===== src/rtl/lcta_pkg.sv =====
package lcta_pkg;

   typedef enum logic [1:0] {
      SRC_COMPOSITE = 2'b00,
      SRC_YC        = 2'b01,
      SRC_COMPONENT = 2'b10,
      SRC_SPARE     = 2'b11
   } src_kind_e;

   typedef struct packed {
      logic       auto_en;
      src_kind_e  src;
      logic [1:0] l_code;
      logic [2:0] c_code;
   } lcta_ctrl_t;

   localparam lcta_ctrl_t CTRL_RST = '{auto_en: 1'b1, src: SRC_COMPOSITE,
                                       l_code: 2'b00, c_code: 3'b011};

   // Largest moves each path may request (luma clocks / chroma pixels)
   localparam int LUMA_MAX_ADV   = 2;
   localparam int LUMA_MAX_DLY   = 1;
   localparam int CHROMA_MAX_ADV = 2;
   localparam int CHROMA_MAX_DLY = 3;

   // Signed luma move in clocks: positive = later
   function automatic int luma_shift(input logic [1:0] code);
      case (code)
         2'b01:   return 1;
         2'b10:   return -2;
         2'b11:   return -1;
         default: return 0;
      endcase
   endfunction

   // Signed chroma move in chroma pixels: positive = later; spare codes = none
   function automatic int chroma_steps(input logic [2:0] code);
      case (code)
         3'b001:  return -2;
         3'b010:  return -1;
         3'b100:  return 1;
         3'b101:  return 2;
         3'b110:  return 3;
         default: return 0;
      endcase
   endfunction

endpackage


===== src/rtl/lcta_tap_delay.sv =====
module lcta_tap_delay #(
   parameter int W     = 10,
   parameter int DEPTH = 5,
   parameter int TAP_W = 3
) (
   input  logic             clk,
   input  logic             rst_n,
   input  logic [W-1:0]     din,
   input  logic [TAP_W-1:0] tap,
   output logic [W-1:0]     dout
);

   logic [W-1:0] sel;

   generate
      if (DEPTH == 0) begin : g_direct
         assign sel = din;
      end else begin : g_line
         logic [W-1:0] line [DEPTH];

         always_ff @(posedge clk or negedge rst_n) begin
            if (!rst_n) begin
               for (int i = 0; i < DEPTH; i++) line[i] <= '0;
            end else begin
               line[0] <= din;
               for (int i = 1; i < DEPTH; i++) line[i] <= line[i-1];
            end
         end

         always_comb begin
            sel = din;
            for (int i = 0; i < DEPTH; i++)
               if (tap == TAP_W'(i + 1)) sel = line[i];
         end
      end
   endgenerate

   always_ff @(posedge clk or negedge rst_n) begin
      if (!rst_n) dout <= '0;
      else        dout <= sel;
   end

   // a requested tap never reaches past the end of the line
   assert_tap_in_range_R4: assert property (@(posedge clk) disable iff (!rst_n)
      int'(tap) <= DEPTH);

endmodule


===== src/rtl/lcta_ctrl_reg.sv =====
module lcta_ctrl_reg
   import lcta_pkg::*;
#(
   parameter int BASE   = 4,
   parameter int CSTEP  = 2,
   parameter int LTAP_W = 3,
   parameter int CTAP_W = 4
) (
   input  logic              clk,
   input  logic              rst_n,
   input  lcta_ctrl_t        ctrl_in,
   output logic [LTAP_W-1:0] luma_tap,
   output logic [CTAP_W-1:0] chroma_tap
);

   lcta_ctrl_t ctrl_q;
   logic [1:0] l_eff;
   logic [2:0] c_eff;

   always_ff @(posedge clk or negedge rst_n) begin
      if (!rst_n) ctrl_q <= CTRL_RST;
      else        ctrl_q <= ctrl_in;
   end

   // Resolve automatic choices by source kind
   always_comb begin
      l_eff = ctrl_q.l_code;
      c_eff = ctrl_q.c_code;
      if (ctrl_q.auto_en) begin
         case (ctrl_q.src)
            SRC_YC:        begin l_eff = 2'b01; c_eff = 3'b101; end
            SRC_COMPONENT: begin l_eff = 2'b01; c_eff = 3'b110; end
            default:       begin l_eff = 2'b00; c_eff = 3'b011; end
         endcase
      end
   end

   assign luma_tap   = LTAP_W'(BASE + luma_shift(l_eff));
   assign chroma_tap = CTAP_W'(BASE + CSTEP * chroma_steps(c_eff));

endmodule


===== src/rtl/lcta_aligner.sv =====
module lcta_aligner
   import lcta_pkg::*;
#(
   parameter int LUMA_W   = 10,
   parameter int CHROMA_W = 10,
   parameter int CSTEP    = 2
) (
   input  logic                clk,
   input  logic                rst_n,
   input  logic [LUMA_W-1:0]   luma_in,
   input  logic [CHROMA_W-1:0] chroma_in,
   input  logic [1:0]          luma_adj,
   input  logic [2:0]          chroma_adj,
   input  logic                auto_en,
   input  logic [1:0]          src_kind,
   output logic [LUMA_W-1:0]   luma_out,
   output logic [CHROMA_W-1:0] chroma_out
);

   localparam int C_ADV   = CHROMA_MAX_ADV * CSTEP;
   localparam int BASE    = (LUMA_MAX_ADV > C_ADV) ? LUMA_MAX_ADV : C_ADV;
   localparam int L_DEPTH = BASE + LUMA_MAX_DLY;
   localparam int C_DEPTH = BASE + CHROMA_MAX_DLY * CSTEP;
   localparam int LTAP_W  = $clog2(L_DEPTH + 1);
   localparam int CTAP_W  = $clog2(C_DEPTH + 1);

   generate
      if (LUMA_W < 1 || CHROMA_W < 1) begin : g_bad_w
         $error("lcta_aligner: sample widths must be at least 1");
      end
      if (CSTEP < 1) begin : g_bad_step
         $error("lcta_aligner: CSTEP must be at least 1");
      end
   endgenerate

   lcta_ctrl_t        ctrl_in;
   logic [LTAP_W-1:0] luma_tap;
   logic [CTAP_W-1:0] chroma_tap;

   assign ctrl_in = '{auto_en: auto_en, src: src_kind_e'(src_kind),
                      l_code: luma_adj, c_code: chroma_adj};

   lcta_ctrl_reg #(.BASE(BASE), .CSTEP(CSTEP), .LTAP_W(LTAP_W), .CTAP_W(CTAP_W)) u_ctrl (
      .clk(clk), .rst_n(rst_n), .ctrl_in(ctrl_in),
      .luma_tap(luma_tap), .chroma_tap(chroma_tap)
   );

   lcta_tap_delay #(.W(LUMA_W), .DEPTH(L_DEPTH), .TAP_W(LTAP_W)) u_luma (
      .clk(clk), .rst_n(rst_n), .din(luma_in), .tap(luma_tap), .dout(luma_out)
   );

   lcta_tap_delay #(.W(CHROMA_W), .DEPTH(C_DEPTH), .TAP_W(CTAP_W)) u_chroma (
      .clk(clk), .rst_n(rst_n), .din(chroma_in), .tap(chroma_tap), .dout(chroma_out)
   );

   // automatic table, whatever the manual codes hold
   assert_auto_composite_R6: assert property (@(posedge clk) disable iff (!rst_n)
      (auto_en && (src_kind == 2'b00 || src_kind == 2'b11))
      |=> (luma_tap == LTAP_W'(BASE) && chroma_tap == CTAP_W'(BASE)));

   assert_auto_yc_R6: assert property (@(posedge clk) disable iff (!rst_n)
      (auto_en && src_kind == 2'b01)
      |=> (luma_tap == LTAP_W'(BASE + 1) && chroma_tap == CTAP_W'(BASE + 2 * CSTEP)));

   assert_auto_component_R6: assert property (@(posedge clk) disable iff (!rst_n)
      (auto_en && src_kind == 2'b10)
      |=> (luma_tap == LTAP_W'(BASE + 1) && chroma_tap == CTAP_W'(BASE + 3 * CSTEP)));

   // spare chroma codes act as no shift
   assert_spare_chroma_R5: assert property (@(posedge clk) disable iff (!rst_n)
      (!auto_en && (chroma_adj == 3'b000 || chroma_adj == 3'b111))
      |=> (chroma_tap == CTAP_W'(BASE)));

   // nominal manual luma code leaves luma on the base latency
   assert_manual_luma_nominal_R3: assert property (@(posedge clk) disable iff (!rst_n)
      (!auto_en && luma_adj == 2'b00) |=> (luma_tap == LTAP_W'(BASE)));

endmodule


===== config.mk =====
export PLATFORM = sky130hd
export DESIGN_NAME = lcta_aligner
export DESIGN_NICKNAME = d
export VERILOG_FILES = /design/src/rtl/lcta_pkg.sv /design/src/rtl/lcta_tap_delay.sv /design/src/rtl/lcta_ctrl_reg.sv /design/src/rtl/lcta_aligner.sv
export SDC_FILE = /design/constraint.sdc
export NUM_CORES = 1
export LEC_CHECK = 0
export ABC_AREA = 1
export BUFFER_PORTS_ARGS = -buffer_cell sky130_fd_sc_hd__buf_2
export CORE_MARGIN = 5
export CORE_UTILIZATION = 58
export CTS_CLUSTER_SIZE = 30
export DETAILED_ROUTE_END_ITERATION = 6
export GPL_TIMING_DRIVEN = 0
export PLACE_DENSITY = 0.76
export RECOVER_POWER = 50
export SLEW_MARGIN = 20
export SYNTH_ARGS = -nofsm -noshare
export SYNTH_HDL_FRONTEND = slang
export SYNTH_SLANG_ARGS = --single-unit

===== constraint.sdc =====
create_clock -name clk -period 2.34 [get_ports clk]
set_clock_uncertainty 0.1 [all_clocks]
set_input_delay 0.117 -clock clk [delete_from_list [all_inputs] [get_ports clk]]
set_output_delay 0.117 -clock clk [all_outputs]
set_load 0.005 [all_outputs]

# Word level (Yosys, flattened, before mapping)
# Index checks and enable logic that the tools add are counted.
# word_totals
reg_bits,178
input_bits,30
out_inout_bits,20
elab_cells,70
# op_classes
add_sub_neg,2
n_eq_ne,25
n_mux,21
n_reduce_logical,1
# op_table
cell,count
$mux 10,15
$eq 4x3->1 const B,4
$eq 3x3->1 const B,5
$pmux 3 s5,1
$eq 4x4->1 const B,3
$eq 3x2->1 const B,3
$pmux 3 s3,1
$eq 4x2->1 const B,2
$eq 2x2->1 const B,3
$eq 3x1->1 const B,2
$pmux 3 s2,1
$add 4x4->4 const A,1
$eq 2x1->1 const B,2
$eq 4x1->1 const B,1
$add 3x3->3 const A,1
$mux 3,1
$mux 2,1
$reduce_or 2->1,1
$mux 1,1

# Logic depth before layout (Yosys ltp)
# Gate-level depths: netlist of the first run.
# logic_depth
word_depth,17
ltp_mapped,16
mapped_depth_nobuf,15

# Hierarchy
# A second synthesis of the first run with hierarchy kept.
# unflattened
cells_unflattened,687
hier_area_um2,6759.0
# modules_own_cells
mod,n_inst,cells_per_inst,area_each_um2
lcta_tap_delay at u_chroma,1,412,4095.2
lcta_tap_delay at u_luma,1,230,2252.2
lcta_ctrl_reg,1,45,411.6

# Worst setup path after synthesis of the first run
# Ideal clock, no wire load.
# synth_timing
path_type,flip-flop to flip-flop
from,reg u_ctrl.ctrl_q[7] in the netlist's numbering
to,reg u_chroma.dout[8]
setup_time_ns,0.117
t_arrival_ns,1.945
required_time_ns,2.123
slack_ns,0.178
path_stages_with_launch,15
n_path_buf,2
synth_period_minus_slack_ns,2.162
path_cell_list,dfstp_2 -> buf_6 -> inv_4 -> nand2_4 -> o21ai_0 -> ha_1 -> nand2_2 -> nor2_1 -> nor2_2 -> nand3_1 -> buf_4 -> o21ai_1 -> nor2_1 -> nor2_1 -> nor2_1
# synth_via
elab_chain_cells,15
# synth_rtl
item,line_no,rtl
"start, declared",lcta_ctrl_reg.sv:16,lcta_ctrl_t ctrl_q;
"start signal, assigned",lcta_ctrl_reg.sv:22,else ctrl_q <= ctrl_in;
$mux 3 (*),lcta_ctrl_reg.sv:29,if (ctrl_q.auto_en) begin
$eq 3x3->1 (tied with other cells),lcta_pkg.sv:38,case (code)
$pmux 3 s5 (*),lcta_pkg.sv:38,
$add 4x4->4 (*),lcta_ctrl_reg.sv:39,assign chroma_tap = CTAP_W'(BASE + CSTEP * chroma_steps(c_eff));
$eq 4x1->1,lcta_tap_delay.sv:33,if (tap == TAP_W'(i + 1)) sel = line[i];
$mux 10 (9 in a row),lcta_tap_delay.sv:33,
$mux 10 (*),lcta_tap_delay.sv:33,
net u_chroma.sel[8],lcta_tap_delay.sv:13,logic [W-1:0] sel;
"end signal, assigned",lcta_tap_delay.sv:40,else dout <= sel;
"end, declared",lcta_tap_delay.sv:10,output logic [W-1:0] dout
# The timed path passes the listed nets; every way through them passes the cells marked *.

# Worst setup path in the final report of the first run
# Same ends and word-level chain as after synthesis.

==> results of run 1 <==
[final timing paths]
check                                            to  slack (ns)                     start  cells past startpoint
max                                u_chroma.dout[8]        0.02          u_ctrl.ctrl_q[7]                     14
max in group asynchronous  u_chroma.g_line.line[63]        0.40                     rst_n                      3
min reg2reg                u_chroma.g_line.line[88]        0.25  u_chroma.g_line.line[98]                      0
max reg2reg                        u_chroma.dout[8]        0.02          u_ctrl.ctrl_q[7]                     14
min                                u_ctrl.ctrl_q[6]        0.12               src_kind[1]                      2
min in group asynchronous     u_luma.g_line.line[3]        0.53                     rst_n                      2
[placed cells by master (no fill, tap or decap), types with 15 or more instances in the layout]
cell type	n
dfrtp_1	175
nand2_1	49
nor2_1	46
inv_1	39
buf_2	32
dlygate4sd3_1	29
nand3_1	24
clkbuf_1	21
o21ai_1	19
clkbuf_16	17
buf_4	15
[metal layers]
layer	vias to the layer above	global-route usage, %
met1	1802	28.1
met4	0	6.51
met2	122	32.6
met5	-	0
met3	32	5.88
li1	1663	-
[worst reg2reg max path, cell delays in order, from the launching register on]
cell and delay [ns]:
dfstp_2 0.63, inv_4 0.09, nand2_4 0.10, o21ai_4 0.07, ha_4 0.19, nand2_8 0.10, clkinv_8 0.07, nand2_8 0.06
nand3_4 0.12, buf_12 0.17, nand3_4 0.15, buf_8 0.16, o21ai_2 0.05, nor2_1 0.10, nor2_1 0.05
[registers in the layout, summed over array words and instances, names as in the netlist]
signal	count
u_chroma.g_line.line	100
u_luma.g_line.line	50
u_chroma.dout	10
u_luma.dout	10
u_ctrl.ctrl_q	8
[power by group through the flow]
| stage | Combinational, uW | Sequential (uW) | Clock [uW] |
|---|---|---|---|
| floorplan | 292 | 3410 | 0 |
| global placement | 529 | 3400 | 0 |
| detailed placement | 555 | 3410 | 0 |
| CTS | 642 | 3360 | 3060 |
| global route | 792 | 3380 | 3200 |
| finish | 718 | 3360 | 3020 |
[timing repair]
item	CTS	global route
gates cloned	1	1
gates resized for setup	10	27
hold endpoints to repair	115	0
hold buffers	29	0
pin swaps	5	11
setup endpoints to repair	10	16
buffers inserted	9	9
[layout make-up]
cell class / count / area (um^2) / area share, %
timing repair buffer: 98 / 728 / 9.73
tap: 133 / 166 / 2.22
multi-input combinational: 216 / 1240 / 16.6
inverter: 44 / 180 / 2.41
buffer: 7 / 66.3 / 0.886
clock inverter: 13 / 208 / 2.78
sequential: 178 / 4460 / 59.6
clock buffer: 19 / 432 / 5.77
[cell families (layout without fill, tap and decap cells)]
logic type | count (synthesis) | count (layout) | share of synthesized area (%)
adders and majority gates | 4 | 4 | 0.861
buffers and inverters | 52 | 181 | 4.11
AOI/OAI and AO/OA | 59 | 59 | 6.30
and+or+nand+nor | 152 | 153 | 12.1
DFF | 178 | 178 | 76.7
[per-stage QoR]
stage / setup TNS (ns) / cell area [um^2]
finish: 0 / 7480
global route: -0.541 / 7480
CTS: 0 / 7330
detailed placement: -1.90 / 6260
global placement: -241.22 / 6230
floorplan: 0 / 5820
==> out/metrics.csv, run 1 <==
metric,value,unit
hpwlAfterDp,6.08,mm
root_buffer,clkbuf_8,
io_pins,50,
crit_chain,inv_4 > nand2_4 > o21ai_4 > ha_4 > nand2_8 > clkinv_8 > nand2_8 > nand3_4 > buf_12 > nand3_4 > buf_8 > o21ai_2 > nor2_1 > nor2_1,
drt-total-wl,12.3,mm
drive_gt1_share,23.1,%
grt_pass1_wl,18.4,mm
clkPwrFrac,42.5,%
ys_ff_latch,178,
setup_slack,0.0181,ns
syn_area_per_cell,13.1,um^2
hp-class,in -> reg,
switching_share,23.3,%
wl_met2,6.23,mm
switchingPower,1650,uW
n_fill_cell,550,
worst-path-buf-inv,4,
globalRouteTotalUtil,20.6,%
vdd_drop_max,0.000563,V
critPathMaxStageDelay,0.63,ns
slew_headroom,-17.5,%
synth_top_area_cell,dfrtp_1,
rows,36,
clk_pin_slew,0.07,ns
cp_top_family,simple AND/OR/NAND/NOR gates,
combPwrFrac,10.1,%
crit_type,reg -> reg,
syn_nets,479,
slew_violations,82,
leakage,0.00352,uW
firstDrtPassIters,5,
seq_area_frac_synth,76.7,%
cp.arrival,2.64,ns
start_kind,register,
wl_met1,5.13,mm
status,finished with violations,
synth.area.top_cells,"dfrtp_1, nand2_1, nor2_1",
hold_slack,0.120,ns
critical_path.endpoint_type,register,
cts_buffer_depth,2,
clk_latency,0.53,ns
drc,0,
pwr-share-seq,47.4,%
drt_iter0_markers,264,
synthArstFlopShare,100,%
areaGrowthSynthToFinish,28.6,%
die_h,110,um
hold_violations,0,
netlist_instances,445,
critPathMaxFanout,10,
fp.coreArea,9770,um^2
start_util,59.5,%
dp_slack,-0.250,ns
num-nets-final,596,
cap_viol_max_count,1,
yosysMostFrequentCell,dfrtp_1,
p_int,5450,uW
vias,3619,
viasPerCell,5.11,
synth_flop_cell,dfrtp_1,
setup_viol,0,
final_util,76.5,%
slowest_stage,dfstp_2,
synth_commonest_cells,"dfrtp_1, nand2_1, nor2_1, inv_1, nand3_1",
htreeDepth,4,
yosys_warnings,0,
antenna_found_initial,0,
synth.top_cell.area_share,75.3,%
cts_tree,done,
place.gp.congestion,0.785,
dr.max_layer_used,met4,
detail-route-antenna-nets,0,
violations,"max-capacitance violations, max-slew violations",
finalPower,7100,uW
worstPathRequired,2.65,ns
synth_edf_count,0,
stdcell_count,708,
rsz0062_at_grt,yes,
cts-buffers-inserted,17,
n_antenna_cell,0,
wl_per_cell,17.4,um
grt_max_degree,98,
ys_types,35,
io_buffers,49,
grt-ovfl-total,0,
tightest_slew,1.76,ns
routed-wl-met3,657,um
max_freq,431,MHz
dp_cells,628,
clock-sinks,178,
die_x,110,um
power_density,950,nW/um^2
die_area,12100,um^2
period_share,99.2,%
syn_area,5820,um^2
fin_crit,2.32,ns
grt_pass1_vias,3629,
Power figures use the tool's default switching activity.
==> inputs of run 2 (changes only) <==
--- a/config.mk
+++ b/config.mk
@@ -12,7 +12,8 @@
 export CTS_CLUSTER_SIZE = 30
 export DETAILED_ROUTE_END_ITERATION = 6
 export GPL_TIMING_DRIVEN = 0
-export PLACE_DENSITY = 0.76
+export MAX_ROUTING_LAYER = met4
+export PLACE_DENSITY = 0.82
 export RECOVER_POWER = 50
 export SLEW_MARGIN = 20
 export SYNTH_ARGS = -nofsm -noshare
==> out/metrics.csv, run 2 (synthesis gave the netlist of run 1 again) <==
metric,value,unit
status,finished with violations,
violations,"max-capacitance violations, max-slew violations, negative setup slack",
clk_latency,0.53,ns
grt_util_met3,7.11,%
crit_type,reg -> reg,
detail-route-antenna-nets,0,
final_common_cell,dfrtp_1,
start_kind,register,
r2r-end,u_chroma.dout[3],
slew_headroom,-12.6,%
reg2reg_slack,-0.009,ns
critPathMaxFanout,7,
vias,3668,
wl_per_cell,17.5,um
n_fill_cell,581,
die_area,12100,um^2
clock-sinks,178,
power_density,926,nW/um^2
antenna_found_initial,0,
hold_violations,0,
fin_crit,2.35,ns
regMostFlops,u_chroma.g_line.line,
place.gp.congestion,0.833,
use_met2,36.7,%
critical_path.endpoint_type,register,
cts_tree,done,
r2r_cells,15,
period_share,100,%
max_freq,426,MHz
grt_pass1_wl,20.1,mm
use_met1,29.9,%
hp-class,in -> reg,
cp.arrival,2.66,ns
grt_pass1_vias,3947,
r2r_start,u_ctrl.ctrl_q[7],
hold_start,chroma_adj[0],
tightest_slew,1.69,ns
grt-ovfl-total,0,
hold_depth,2,
num-nets-final,597,
min_to,u_ctrl.ctrl_q[0],
viasPerCell,5.19,
hpwlAfterDp,6.64,mm
n_antenna_cell,0,
grt_max_degree,110,
drt_iter0_markers,235,
rsz0062_at_grt,yes,
drt-total-wl,12.4,mm
leakage,0.00351,uW
die_h,110,um
largestRegisters,"u_chroma.g_line.line x100, u_luma.g_line.line x50",
rows,36,
setup_slack,-0.00880,ns
cts-buffers-inserted,17,
drc,0,
final_cell_mix,"dfrtp_1, nand2_1, nor2_1",
final_util,75.9,%
areaGrowthSynthToFinish,27.6,%
htreeDepth,4,
slew_violations,70,
drive_gt1_share,23.9,%
largest_register_ffs,100,
cts_buffer_depth,2,
clk_pin_slew,0.07,ns
dp_slack,-0.227,ns
root_buffer,clkbuf_8,
top_usage_layer,met2,
cap_viol_max_count,1,
setup_viol,4,
io_pins,50,
worstPathRequired,2.65,ns
globalRouteTotalUtil,23.6,%
die_x,110,um
io_buffers,49,
fp.coreArea,9770,um^2
start_util,59.5,%
firstDrtPassIters,5,
vdd_drop_max,0.000796,V
## run 2: cell count changes in the layout (fill, tap and decap cells not counted), sizes merged
cell / before / now
clkbuf: 40 / 43
bufinv: 5 / 3
buf: 55 / 56
nand3: 30 / 29
clkinvlp: 4 / 3
inv: 44 / 43
## run 2: per-stage QoR
stage               hold slack, ns  std cells  TNS (ns)  total power, uW  area (um^2)
floorplan                   -0.279        445         0             3700         5820
global placement             0.123        627   -238.90             3920         6230
detailed placement         0.00881        628     -1.85             3980         6260
CTS                         0.0346        700         0             6810         7280
global route                 0.118        707    -0.971             7140         7420
finish                       0.125        707   -0.0230             6870         7420
## run 2: where the power goes
group / leakage, uW / total, uW / internal (uW) / switching (uW)
clock: 0.000270 / 2770 / 1640 / 1130
combinational: 0.00117 / 733 / 304 / 429
sequential: 0.00207 / 3370 / 3290 / 81.6
total: 0.00351 / 6870 / 5230 / 1640
## run 2: worst max path at each step
stage                     start               end  slack (ns)  cells after the start
2_1_floorplan  u_ctrl.ctrl_q[7]  u_chroma.dout[8]        0.18                     14
3_3_place_gp              rst_n  u_chroma.dout[5]       -1.36                      1
3_5_place_dp   u_ctrl.ctrl_q[7]  u_chroma.dout[7]       -0.23                     15
4_1_cts        u_ctrl.ctrl_q[7]  u_chroma.dout[4]       0.003                     13
5_1_grt        u_ctrl.ctrl_q[7]  u_chroma.dout[8]       -0.16                     12
6_report       u_ctrl.ctrl_q[7]  u_chroma.dout[3]      -0.009                     15
## run 2: repair_timing
item	4_1_cts	5_1_grt
setup buffers	13	8
setup endpoints to repair	10	16
resized for setup	9	33
gates cloned	0	0
hold endpoints to repair	211	0
pin swaps	5	18
hold buffers	29	0
## run 2: critical path, stage by stage, from the launching register on
cell and delay (ns):
dfstp_2 0.61, clkinv_4 0.10, nand2_4 0.11, o21ai_4 0.07, ha_4 0.17, nand2_4 0.09, clkinv_4 0.06, nand2_4 0.07
nand3_4 0.14, nor2_4 0.19, buf_12 0.14, nand2_4 0.04, o21ai_2 0.05, nor2_1 0.06, nor2_1 0.16, nor2_1 0.07
## run 2: area by class of cell
cell class	count	area (um^2)	share of cell area (%)
Timing Repair Buffer	100	733	9.88
Multi-Input combinational cell	215	1250	16.9
Sequential cell	178	4460	60.1
Inverter	44	175	2.36
Tap cell	133	166	2.24
Buffer	7	62.6	0.843
Clock inverter	9	131	1.77
Clock buffer	21	439	5.92
## run 2: routing by layer
metal | vias up | wire [um]
li1 | 1661 | -
met1 | 1848 | 5000
met2 | 131 | 6360
met3 | 28 | 723
met4 | 0 | 316
met5 | - | 0
==> inputs of run 3 (changes only) <==
--- a/config.mk
+++ b/config.mk
@@ -5,7 +5,7 @@
 export SDC_FILE = /design/constraint.sdc
 export NUM_CORES = 1
 export LEC_CHECK = 0
-export ABC_AREA = 1
+export ABC_AREA = 0
 export BUFFER_PORTS_ARGS = -buffer_cell sky130_fd_sc_hd__buf_2
 export CORE_MARGIN = 5
 export CORE_UTILIZATION = 58
==> out/metrics.csv, run 3 <==
metric,value,unit
hold_depth,2,
vdd_drop_max,0.000508,V
place.gp.congestion,0.798,
r2r_start,u_ctrl.ctrl_q[7],
firstDrtPassIters,7,
drt-total-wl,13.9,mm
clock-sinks,178,
max_freq,365,MHz
slew_violations,79,
htreeDepth,4,
largestRegisters,"u_chroma.g_line.line x100, u_luma.g_line.line x50",
hpwlAfterDp,6.07,mm
rsz0062_at_grt,yes,
tightest_slew,1.88,ns
start_kind,register,
slowest_stage,dfstp_2,
largest_register_ffs,100,
setup_viol,10,
clk_latency,0.52,ns
dp_slack,-0.353,ns
r2r-end,u_chroma.dout[2],
leakage,0.00338,uW
viasPerCell,5.62,
crit_type,reg -> reg,
detail-route-antenna-nets,0,
globalRouteTotalUtil,24.6,%
drt_iter0_markers,269,
fp.coreArea,9680,um^2
final_common_cell,dfrtp_1,
clk_pin_slew,0.06,ns
critPathMaxFanout,6,
n_antenna_cell,0,
hold_violations,0,
rows,36,
timing.critical_path.mode_cell,nor2_4,
seq_area_frac_synth,78.2,%
cts_tree,done,
die_x,109,um
yosys.area_share.xor_xnor,0.615,%
final_area,7420,um^2
period_share,117,%
syn_area_per_cell,16.1,um^2
cts-buffers-inserted,17,
synth_top_area_cell,dfrtp_1,
final_cell_mix,"dfrtp_1, buf_2, dlygate4sd3_1",
yosysMostFrequentCell,dfrtp_1,
grt_pass1_vias,3755,
critPathLaunch,u_ctrl.ctrl_q[7],
syn_nets,389,
yosys_warnings,0,
post_dp_cell_area,6200,um^2
ys_types,39,
die_h,109,um
hold_start,src_kind[0],
drc,0,
cp.arrival,3.05,ns
synth_compound_area_share,6.94,%
synthArstFlopShare,100,%
power_density,936,nW/um^2
cap_viol_max_count,1,
cp_top_family,compound AO/OA/AOI/OAI gates,
synth-simple-area-share,5.14,%
wl_per_cell,22.4,um
synthAdderAreaFrac,0.878,%
synth.area.mux_share,5.71,%
synth_commonest_cells,"dfrtp_1, mux2i_1, a32oi_1, nand2_1, inv_1",
reg2reg_slack,-0.40,ns
grt-ovfl-total,0,
r2r_cells,10,
violations,"max-capacitance violations, max-slew violations, negative setup slack",
vias,3480,
crit_cells,10,
drive_gt1_share,30.0,%
setup_slack,-0.399,ns
synth_flop_cell,dfrtp_1,
slew_headroom,-25.1,%
finalPower,6950,uW
netlist_instances,355,
endpoint,u_chroma.dout[2],
regMostFlops,u_chroma.g_line.line,
syn_area,5700,um^2
synth_edf_count,0,
io_buffers,49,
grt_max_degree,101,
ys_ff_latch,178,
hp-class,in -> reg,
synth.top_cell.area_share,76.8,%
worstPathRequired,2.65,ns
num-nets-final,507,
io_pins,50,
critPathMaxStageDelay,0.55,ns
worst-path-buf-inv,2,
n_fill_cell,513,
cts_buffer_depth,2,
status,finished with violations,
antenna_found_initial,0,
synth.area.top_cells,"dfrtp_1, mux2i_1, a32oi_1",
crit_chain,buf_8 > nor2_4 > a21oi_4 > ha_4 > xnor2_2 > a32oi_4 > nor2_4 > buf_4 > or3_1 > a32oi_1,
root_buffer,clkbuf_8,
critical_path.endpoint_type,register,
die_area,11900,um^2
grt_pass1_wl,20.6,mm
fin_crit,2.74,ns
synth_top_family_by_area,compound AO/OA/AOI/OAI gates,
start_util,58.9,%
areaGrowthSynthToFinish,30.3,%
==> run 3: timing repair <==
action,CTS,global route
hold buffers,29,0
gates cloned,2,0
gates resized for setup,12,33
pin swaps,18,11
hold endpoints to repair,113,0
buffers inserted,17,4
setup endpoints to repair,10,17
==> run 3: routing by layer <==
layer	track usage, %	wire length (um)	share of wire (%)	up-vias
li1	-	-	-	1467
met1	31.9	5570	40	1808
met2	37.9	6960	50	166
met3	6.51	852	6.1	39
met4	9.20	479	3.5	0
met5	-	0	0	-
==> run 3: report_power, final <==
group          internal, uW  switching (uW)  total (uW)
clock network          1630            1170        2800
registers              3280            96.9        3380
logic                   345             422         767
total                  5260            1690        6950
==> run 3: worst min path at each step <==
stage                               endpoint  slack, ns
floorplan                   u_chroma.dout[0]      -0.28
global placement            u_ctrl.ctrl_q[1]       0.12
detailed placement  u_chroma.g_line.line[64]       0.03
CTS                 u_chroma.g_line.line[82]       0.06
global route          u_luma.g_line.line[42]       0.12
finish                      u_ctrl.ctrl_q[5]       0.13
==> run 3: through the flow <==
stage | cells | util (%) | hold WS (ns) | TNS, ns
floorplan | 355 | - | -0.279 | -0.0300
global placement | 537 | 63.6 | 0.124 | -228.85
detailed placement | 538 | 64.0 | 0.0288 | -2.21
CTS | 618 | 75.5 | 0.0600 | -2.23
global route | 619 | 76.7 | 0.123 | -3.06
finish | 619 | 76.7 | 0.132 | -2.67
==> run 3: final cells by class <==
class | instances | area, um^2 | share of cell area [%]
inverters | 14 | 52.6 | 0.708
flip-flops and latches | 178 | 4460 | 60.1
well taps | 133 | 166 | 2.24
plain buffers | 14 | 100 | 1.35
multi-input cells | 148 | 1330 | 18.0
repair buffers | 100 | 729 | 9.83
clock inverters | 13 | 161 | 2.17
clock buffers | 19 | 422 | 5.68
==> run 3: logic make-up (layout without fill, tap and decap cells) <==
| family | Yosys count | in the layout |
|---|---|---|
| buffers and inverters | 30 | 160 |
| DFF | 178 | 178 |
| AOI/OAI and AO/OA | 52 | 52 |
| adders and majority gates | 4 | 4 |
| xor gates and xnor gates | 4 | 4 |
| and+or+nand+nor | 56 | 57 |
| muxes | 31 | 31 |
==> run 3: worst register-to-register path, delay by kind of cell, from the launching register on <==
family / cells / cell delay (ns)
adders and majority gates: 1 / 0.24
DFF: 1 / 0.55
xor gates and xnor gates: 1 / 0.16
buffers and inverters: 2 / 0.30
and+or+nand+nor: 3 / 0.53
AOI/OAI and AO/OA: 3 / 0.74
